[src/rtl/tdc_chain_pkg.sv]
package tdc_chain_pkg;

  typedef enum logic [1:0] {
    LS_IDLE,
    LS_ARM,
    LS_HIGH,
    LS_LOW
  } launch_state_e;

  // strobes from launcher control into the chain datapath
  typedef struct packed {
    logic latchAct;
    logic lineHi;
  } launch_strb_t;

endpackage

[src/rtl/tdc_launch_ctrl.sv]
module tdc_launch_ctrl
  import tdc_chain_pkg::*;
#(
  parameter int CNT_W = 8
) (
  input  logic             clk,
  input  logic             rstN,
  input  logic             start,
  input  logic [CNT_W-1:0] holdLen,
  input  logic [CNT_W-1:0] gapLen,
  output logic             ready,
  output launch_strb_t     strb
);

  launch_state_e    state;
  logic [CNT_W-1:0] cnt;

  always_comb begin
    ready         = (state == LS_IDLE);
    strb.latchAct = (state == LS_IDLE) && start;
    strb.lineHi   = (state == LS_HIGH);
  end

  always_ff @(posedge clk or negedge rstN) begin
    if (!rstN) begin
      state <= LS_IDLE;
      cnt   <= '0;
    end else begin
      case (state)
        LS_IDLE: if (start) state <= LS_ARM;
        LS_ARM: begin
          state <= LS_HIGH;
          cnt   <= holdLen - 1'b1;
        end
        LS_HIGH: begin
          if (cnt == '0) begin
            state <= LS_LOW;
            cnt   <= gapLen - 1'b1;
          end else begin
            cnt <= cnt - 1'b1;
          end
        end
        LS_LOW: begin
          if (cnt == '0) state <= LS_IDLE;
          else cnt <= cnt - 1'b1;
        end
        default: state <= LS_IDLE;
      endcase
    end
  end

  AST_BUSY_AFTER_ACCEPT: assert property (@(posedge clk) disable iff (!rstN)
    ready && start |=> !ready);

  AST_READY_AFTER_LOW: assert property (@(posedge clk) disable iff (!rstN)
    $rose(ready) |-> $past(!strb.lineHi));

endmodule

[src/rtl/tdc_stage.sv]
module tdc_stage #(
  parameter int STAGES = 16,
  parameter int IDX    = 0
) (
  input  logic              clk,
  input  logic              rstN,
  input  logic              wBit,
  input  logic [STAGES-1:0] vecIn,
  output logic [STAGES-1:0] vecOut,
  input  logic              aIn,
  input  logic              bIn,
  output logic              aOut,
  output logic              bOut
);

  logic [STAGES-1:0] vecQ;
  logic aD1, aD2, bD1, bD2;
  logic quiet, xx;

  // the stage takes a new activation vector only while no edge is inside it
  assign quiet  = !(aIn || bIn || aD1 || aD2 || bD1 || bD2);
  assign xx     = ~(wBit ^ vecQ[IDX]);
  assign aOut   = xx ? aD1 : aD2;
  assign bOut   = xx ? bD2 : bD1;
  assign vecOut = vecQ;

  always_ff @(posedge clk or negedge rstN) begin
    if (!rstN) begin
      vecQ <= '0;
      aD1  <= 1'b0;
      aD2  <= 1'b0;
      bD1  <= 1'b0;
      bD2  <= 1'b0;
    end else begin
      aD1 <= aIn;
      aD2 <= aD1;
      bD1 <= bIn;
      bD2 <= bD1;
      if (quiet) vecQ <= vecIn;
    end
  end

  AST_XX_STABLE_IN_PULSE: assert property (@(posedge clk) disable iff (!rstN)
    (aOut || bOut) && $past(aOut || bOut) |-> $stable(xx));

endmodule

[src/rtl/tdc_chain_dp.sv]
module tdc_chain_dp
  import tdc_chain_pkg::*;
#(
  parameter int NUM_ACT = 12,
  parameter int NUM_OFS = 4
) (
  input  logic                       clk,
  input  logic                       rstN,
  input  logic                       wtLoad,
  input  logic [NUM_ACT+NUM_OFS-1:0] wtIn,
  input  logic [NUM_ACT-1:0]         actIn,
  input  launch_strb_t               strb,
  output logic                       resBit,
  output logic                       resValid
);

  localparam int STAGES = NUM_ACT + NUM_OFS;

  logic [STAGES-1:0] wtQ;
  logic [STAGES-1:0] actQ;
  logic [STAGES-1:0] actFull;
  logic [STAGES-1:0] vecBus [STAGES+1];
  logic              aLine  [STAGES+1];
  logic              bLine  [STAGES+1];
  logic              bPrev;

  // offset stages see a constant +1 activation
  always_comb begin
    actFull              = '1;
    actFull[NUM_ACT-1:0] = actIn;
  end

  always_ff @(posedge clk or negedge rstN) begin
    if (!rstN) begin
      wtQ  <= '0;
      actQ <= '0;
    end else begin
      if (wtLoad)        wtQ  <= wtIn;
      if (strb.latchAct) actQ <= actFull;
    end
  end

  assign vecBus[0] = actQ;
  assign aLine[0]  = strb.lineHi;
  assign bLine[0]  = strb.lineHi;

  for (genvar g = 0; g < STAGES; g++) begin : g_stage
    tdc_stage #(.STAGES(STAGES), .IDX(g)) stage_i (
      .clk    (clk),
      .rstN   (rstN),
      .wBit   (wtQ[g]),
      .vecIn  (vecBus[g]),
      .vecOut (vecBus[g+1]),
      .aIn    (aLine[g]),
      .bIn    (bLine[g]),
      .aOut   (aLine[g+1]),
      .bOut   (bLine[g+1])
    );
  end

  // sign detector: look at A when B rises at the chain end
  always_ff @(posedge clk or negedge rstN) begin
    if (!rstN) begin
      bPrev    <= 1'b0;
      resValid <= 1'b0;
      resBit   <= 1'b0;
    end else begin
      bPrev    <= bLine[STAGES];
      resValid <= bLine[STAGES] && !bPrev;
      if (bLine[STAGES] && !bPrev) resBit <= aLine[STAGES];
    end
  end

  AST_VALID_ONE_CYCLE: assert property (@(posedge clk) disable iff (!rstN)
    resValid |=> !resValid);

endmodule

[src/rtl/tdc_maxpool.sv]
module tdc_maxpool #(
  parameter int MAP_W = 4
) (
  input  logic clk,
  input  logic rstN,
  input  logic resBit,
  input  logic resValid,
  output logic poolBit,
  output logic poolValid
);

  localparam int COL_W = $clog2(MAP_W);

  logic [COL_W-1:0] colIdx;
  logic             rowOdd;
  logic             pairAcc;
  logic [MAP_W-1:0] lineBuf;

  always_ff @(posedge clk or negedge rstN) begin
    if (!rstN) begin
      colIdx    <= '0;
      rowOdd    <= 1'b0;
      pairAcc   <= 1'b0;
      lineBuf   <= '0;
      poolBit   <= 1'b0;
      poolValid <= 1'b0;
    end else begin
      poolValid <= 1'b0;
      if (resValid) begin
        if (!colIdx[0]) begin
          pairAcc <= resBit;
        end else if (!rowOdd) begin
          lineBuf[colIdx] <= pairAcc | resBit;
        end else begin
          poolBit   <= pairAcc | resBit | lineBuf[colIdx];
          poolValid <= 1'b1;
        end
        if (colIdx == COL_W'(MAP_W - 1)) begin
          colIdx <= '0;
          rowOdd <= ~rowOdd;
        end else begin
          colIdx <= colIdx + 1'b1;
        end
      end
    end
  end

  AST_POOL_ODD_ROW: assert property (@(posedge clk) disable iff (!rstN)
    poolValid |-> $past(resValid) && $past(rowOdd));

endmodule

[src/rtl/tdc_dot_chain.sv]
module tdc_dot_chain
  import tdc_chain_pkg::*;
#(
  parameter int NUM_ACT = 12,
  parameter int NUM_OFS = 4,
  parameter int CNT_W   = 8,
  parameter int MAP_W   = 4
) (
  input  logic                       clk,
  input  logic                       rstN,
  input  logic                       wtLoad,
  input  logic [NUM_ACT+NUM_OFS-1:0] wtIn,
  input  logic                       start,
  input  logic [NUM_ACT-1:0]         actIn,
  input  logic [CNT_W-1:0]           holdLen,
  input  logic [CNT_W-1:0]           gapLen,
  output logic                       ready,
  output logic                       resBit,
  output logic                       resValid,
  output logic                       poolBit,
  output logic                       poolValid
);

  launch_strb_t strb;

  tdc_launch_ctrl #(.CNT_W(CNT_W)) ctrl_i (
    .clk     (clk),
    .rstN    (rstN),
    .start   (start),
    .holdLen (holdLen),
    .gapLen  (gapLen),
    .ready   (ready),
    .strb    (strb)
  );

  tdc_chain_dp #(.NUM_ACT(NUM_ACT), .NUM_OFS(NUM_OFS)) dp_i (
    .clk      (clk),
    .rstN     (rstN),
    .wtLoad   (wtLoad),
    .wtIn     (wtIn),
    .actIn    (actIn),
    .strb     (strb),
    .resBit   (resBit),
    .resValid (resValid)
  );

  tdc_maxpool #(.MAP_W(MAP_W)) pool_i (
    .clk       (clk),
    .rstN      (rstN),
    .resBit    (resBit),
    .resValid  (resValid),
    .poolBit   (poolBit),
    .poolValid (poolValid)
  );

endmodule

[config.mk]
export PLATFORM = sky130hd
export DESIGN_NAME = tdc_dot_chain
export DESIGN_NICKNAME = d
export VERILOG_FILES = /design/src/rtl/tdc_chain_pkg.sv /design/src/rtl/tdc_launch_ctrl.sv /design/src/rtl/tdc_stage.sv /design/src/rtl/tdc_chain_dp.sv /design/src/rtl/tdc_maxpool.sv /design/src/rtl/tdc_dot_chain.sv
export SDC_FILE = /design/constraint.sdc
export NUM_CORES = 1
export LEC_CHECK = 0
export BUFFER_PORTS_ARGS = -buffer_cell sky130_fd_sc_hd__buf_2
export CAP_MARGIN = 25
export CORE_MARGIN = 3
export CORE_UTILIZATION = 60
export DETAILED_ROUTE_END_ITERATION = 10
export GPL_TIMING_DRIVEN = 1
export PLACE_DENSITY = 0.79
export RECOVER_POWER = 25
export SYNTH_ARGS = -nofsm -noshare
export SYNTH_HDL_FRONTEND = slang
export SYNTH_SLANG_ARGS = --single-unit
[constraint.sdc]
create_clock -name clk -period 2.1 [get_ports clk]
set_input_delay 0.21 -clock clk [delete_from_list [all_inputs] [get_ports clk]]
set_output_delay 0.21 -clock clk [all_outputs]
set_load 0.03 [all_outputs]
==> out/metrics.cfg <==
[logic_synthesis]
syn_avg_cell_area_um2 = 14.2
ys_seq_area_frac = 0.627
synthFlopType = dfrtp_1
yosys.area_share.adder = 0.0152
synth_compound_area_frac = 0.0391
synth_xor_area_frac = 0.0277
synth_area_um2 = 8220
synth_seq_cells = 206
synth_fp_nets = 637
synth_top_family_by_area = multiplexers
async_reset_ff_frac = 1.00
yosys.area_share.simple = 0.0641
synth-edff-count = 0
syn_inst = 579
synth.distinct_cells = 46
synthMuxAreaShare = 0.215
yosys_warnings = 0

[floorplan]
start_util = 0.618
fp.coreArea_um2 = 13300
io_pins = 53
die_w_um = 123
placementRows = 42
dieArea_um2 = 15100
die_height_um = 123

[cells_and_area]
mostFrequentLayoutCell = dfrtp_1
n_antenna_cell = 0
final_layout_size_suffix_gt1_frac = 0.369
final_nets = 746
area_growth_syn_to_layout_pct = 19.4
final_cell_mix = 206 x dfrtp_1, 154 x mux2_2, 51 x buf_2
fillers = 827

[grt]
grt_max_degree = 56
grt_usage = 0.203
antenna_found_initial = 0
grt_pass1_vias = 5209
grt_pass1_wl_um = 24800
grt_overflow = 0

[sta]
timing.final.crit_period_ps = 1990
hold_slack_ps = 154
maxSlewViolCount = 0
worst_slew_pin_slew_ps = 1390
worst_slack_ps = 109
rsz0062_at_grt = true
period_share = 0.948
fmax_mhz = 502
finalHoldViolCount = 0
worst_clock_skew_ps = 8.75
setup-violations-final = 0
max-slew-margin-rel = 0.0738

[place]
routabilityCongestion = 0.850
hpwl_um = 9790
dpl_worst_slack_ps = 89.9
port_buffers = 52

[setup_path]
r2r_slack_ps = 110
critPathMaxStageDelay_ps = 490
path_depth = 7
cpMaxStageDelayCell = or4b_1
end_kind = flop
start_kind = flop
r2r-start = ctrl_i.cnt[1]$_DFFE_PN0P_
arrival_ps = 2400
worst-path-max-fanout = 4
timing.rr.end = ctrl_i.cnt[6]$_DFFE_PN0P_
crit_required_ps = 2510
cp-startpoint = ctrl_i.cnt[1]$_DFFE_PN0P_
crit_type = flop to flop
critPathCapture = ctrl_i.cnt[6]$_DFFE_PN0P_
cp_cell_sequence = inv_1, ha_2, or3b_4, or4b_1, a21oi_1, a2111oi_1, o21ai_1
worstRegToRegCells = 7
cp_num_buf_inv = 1
critical-path-top-delay-family = simple AND/OR/NAND/NOR gates

[route]
drc_errors = 0
finalWirelength_um = 14600
avgRoutedWirePerCell_um = 16.7
drt_iter0_markers = 250
num_vias = 4925
drt.antenna.violating_nets = 0
first_pass_iters = 5
post_drt_via_cell_ratio = 5.63

[cts]
ctsRootBufferMaster = clkbuf_16
ctsLongestPathBuffers = 3
insertion_delay_ps = 480
cts_tree = done
path_clk_slew_ps = 60
numCtsBuffers = 21
h-tree-depth = 1
clock-sinks = 206

[run]
cap_violations = 0

[pwr]
peakVddDrop_mv = 1.05
leakagePower_nw = 4.50
powerDensity_nw_per_um2 = 1580

[hold_path]
hold_path_class = primary input to flop

[outcome]
status = complete, no violations

where the power goes:
part	switching [mW]	internal (mW)
Sequential	1.04	5.65
Combinational	2.21	2.75
Clock	1.40	2.40
Total	4.65	10.8
layout make-up:
type,instances,area [um^2],share of cell area
repair buffers,96,688,0.0701
flip-flops and latches,206,5150,0.525
clock buffers,31,623,0.0635
well taps,176,220,0.0224
multi-input cells,350,2990,0.304
clock inverters,3,90.1,0.00918
inverters,13,48.8,0.00497
flip-flops by register name, indices dropped and copies added, names as in the netlist:
signal	cells
dp_i.g_stage.stage_i.vecOut	94
dp_i.g_stage.stage_i.aD1	16
dp_i.g_stage.stage_i.aD2	16
dp_i.wtQ	16
dp_i.g_stage.stage_i.bD1	15
dp_i.g_stage.stage_i.bD2	15
dp_i.actQ	13
ctrl_i.cnt	8
ctrl_i.state	2
pool_i.colIdx	2
pool_i.lineBuf	2
dp_i.bPrev	1
dp_i.resBit	1
dp_i.resValid	1
pool_i.pairAcc	1
pool_i.poolBit	1
pool_i.poolValid	1
pool_i.rowOdd	1
what timing repair did:
action / CTS / global route
setup endpoints to repair: 0 / 8
endpoints found under the hold margin: 78 / 0
hold buffers: 29 / 0
setup buffers: 0 / 0
resized for setup: 0 / 5
through the flow:
stage               area (um^2)  TNS [ps]  instances  power, mW  utilization
floorplan                  8220         0        579       10.3            -
global placement           8800         0        812       11.3        0.662
global route               9810     -38.0        875       16.4        0.738
finish                     9810         0        875       15.5        0.738
detailed placement         8800         0        812       11.6        0.662
CTS                        9800         0        875       15.6        0.737
worst min path at each step:
stage                          start                                      to  slack (ps)  cells after the start
after CTS                 holdLen[5]               ctrl_i.cnt[5]$_DFFE_PN0P_         130                      4
after global routing           start             ctrl_i.state[0]$_DFFE_PN0P_         170                      4
after detailed placement        rstN  dp_i.g_stage[11].stage_i.bD2$_DFF_PN0_         200                      1
after floorplan                 rstN               ctrl_i.cnt[0]$_DFFE_PN0P_         -90                      0
final                     holdLen[5]               ctrl_i.cnt[5]$_DFFE_PN0P_         150                      4
after global placement          rstN                dp_i.wtQ[10]$_DFFE_PN0P_         200                      1
cells by family (layout without fill, tap and decap cells):
logic type	count (synthesis)	count (layout)
flops	206	206
simple gates	106	106
compound gates	51	51
xor+xnor	26	26
mux	157	157
fa+ha+maj	10	10
buf+inv	23	143
Yosys cell counts (2+ instances only):
cell | instances | area [um^2]
dfrtp_1 | 206 | 5150
mux2_2 | 154 | 1730
nor2_1 | 32 | 120
nand2_1 | 27 | 101
xor2_1 | 20 | 175
a21oi_1 | 17 | 85.1
inv_1 | 13 | 48.8
nor4_1 | 13 | 81.3
ha_1 | 10 | 125
nor3_1 | 10 | 50.1
o21ai_0 | 8 | 40.0
a31oi_1 | 6 | 37.5
xnor2_1 | 6 | 52.6
clkbuf_1 | 5 | 18.8
or4_1 | 5 | 37.5
buf_2 | 3 | 15.0
nand2b_1 | 3 | 18.8
nand3_1 | 3 | 15.0
o31ai_1 | 3 | 22.5
a21o_1 | 2 | 15.0
and3_1 | 2 | 12.5
mux2i_1 | 2 | 20.0
nor2b_1 | 2 | 12.5
o22ai_1 | 2 | 12.5
o311ai_0 | 2 | 17.5
o32a_1 | 2 | 20.0
or3_1 | 2 | 12.5
worst min-delay path: cells and delay by family:
family / cells / cell delay (ps)
compound gates: 2 / 210
xor+xnor: 1 / 70
buf+inv: 1 / 110
metal layers:
metal	vias to the layer above	track usage	wire length, um
li1	2296	-	-
met1	2485	0.254	5950
met2	114	0.371	7710
met3	30	0.0334	597
met4	0	0.0498	324
met5	-	0	0
No activity file was read; power rests on OpenSTA's default activity.
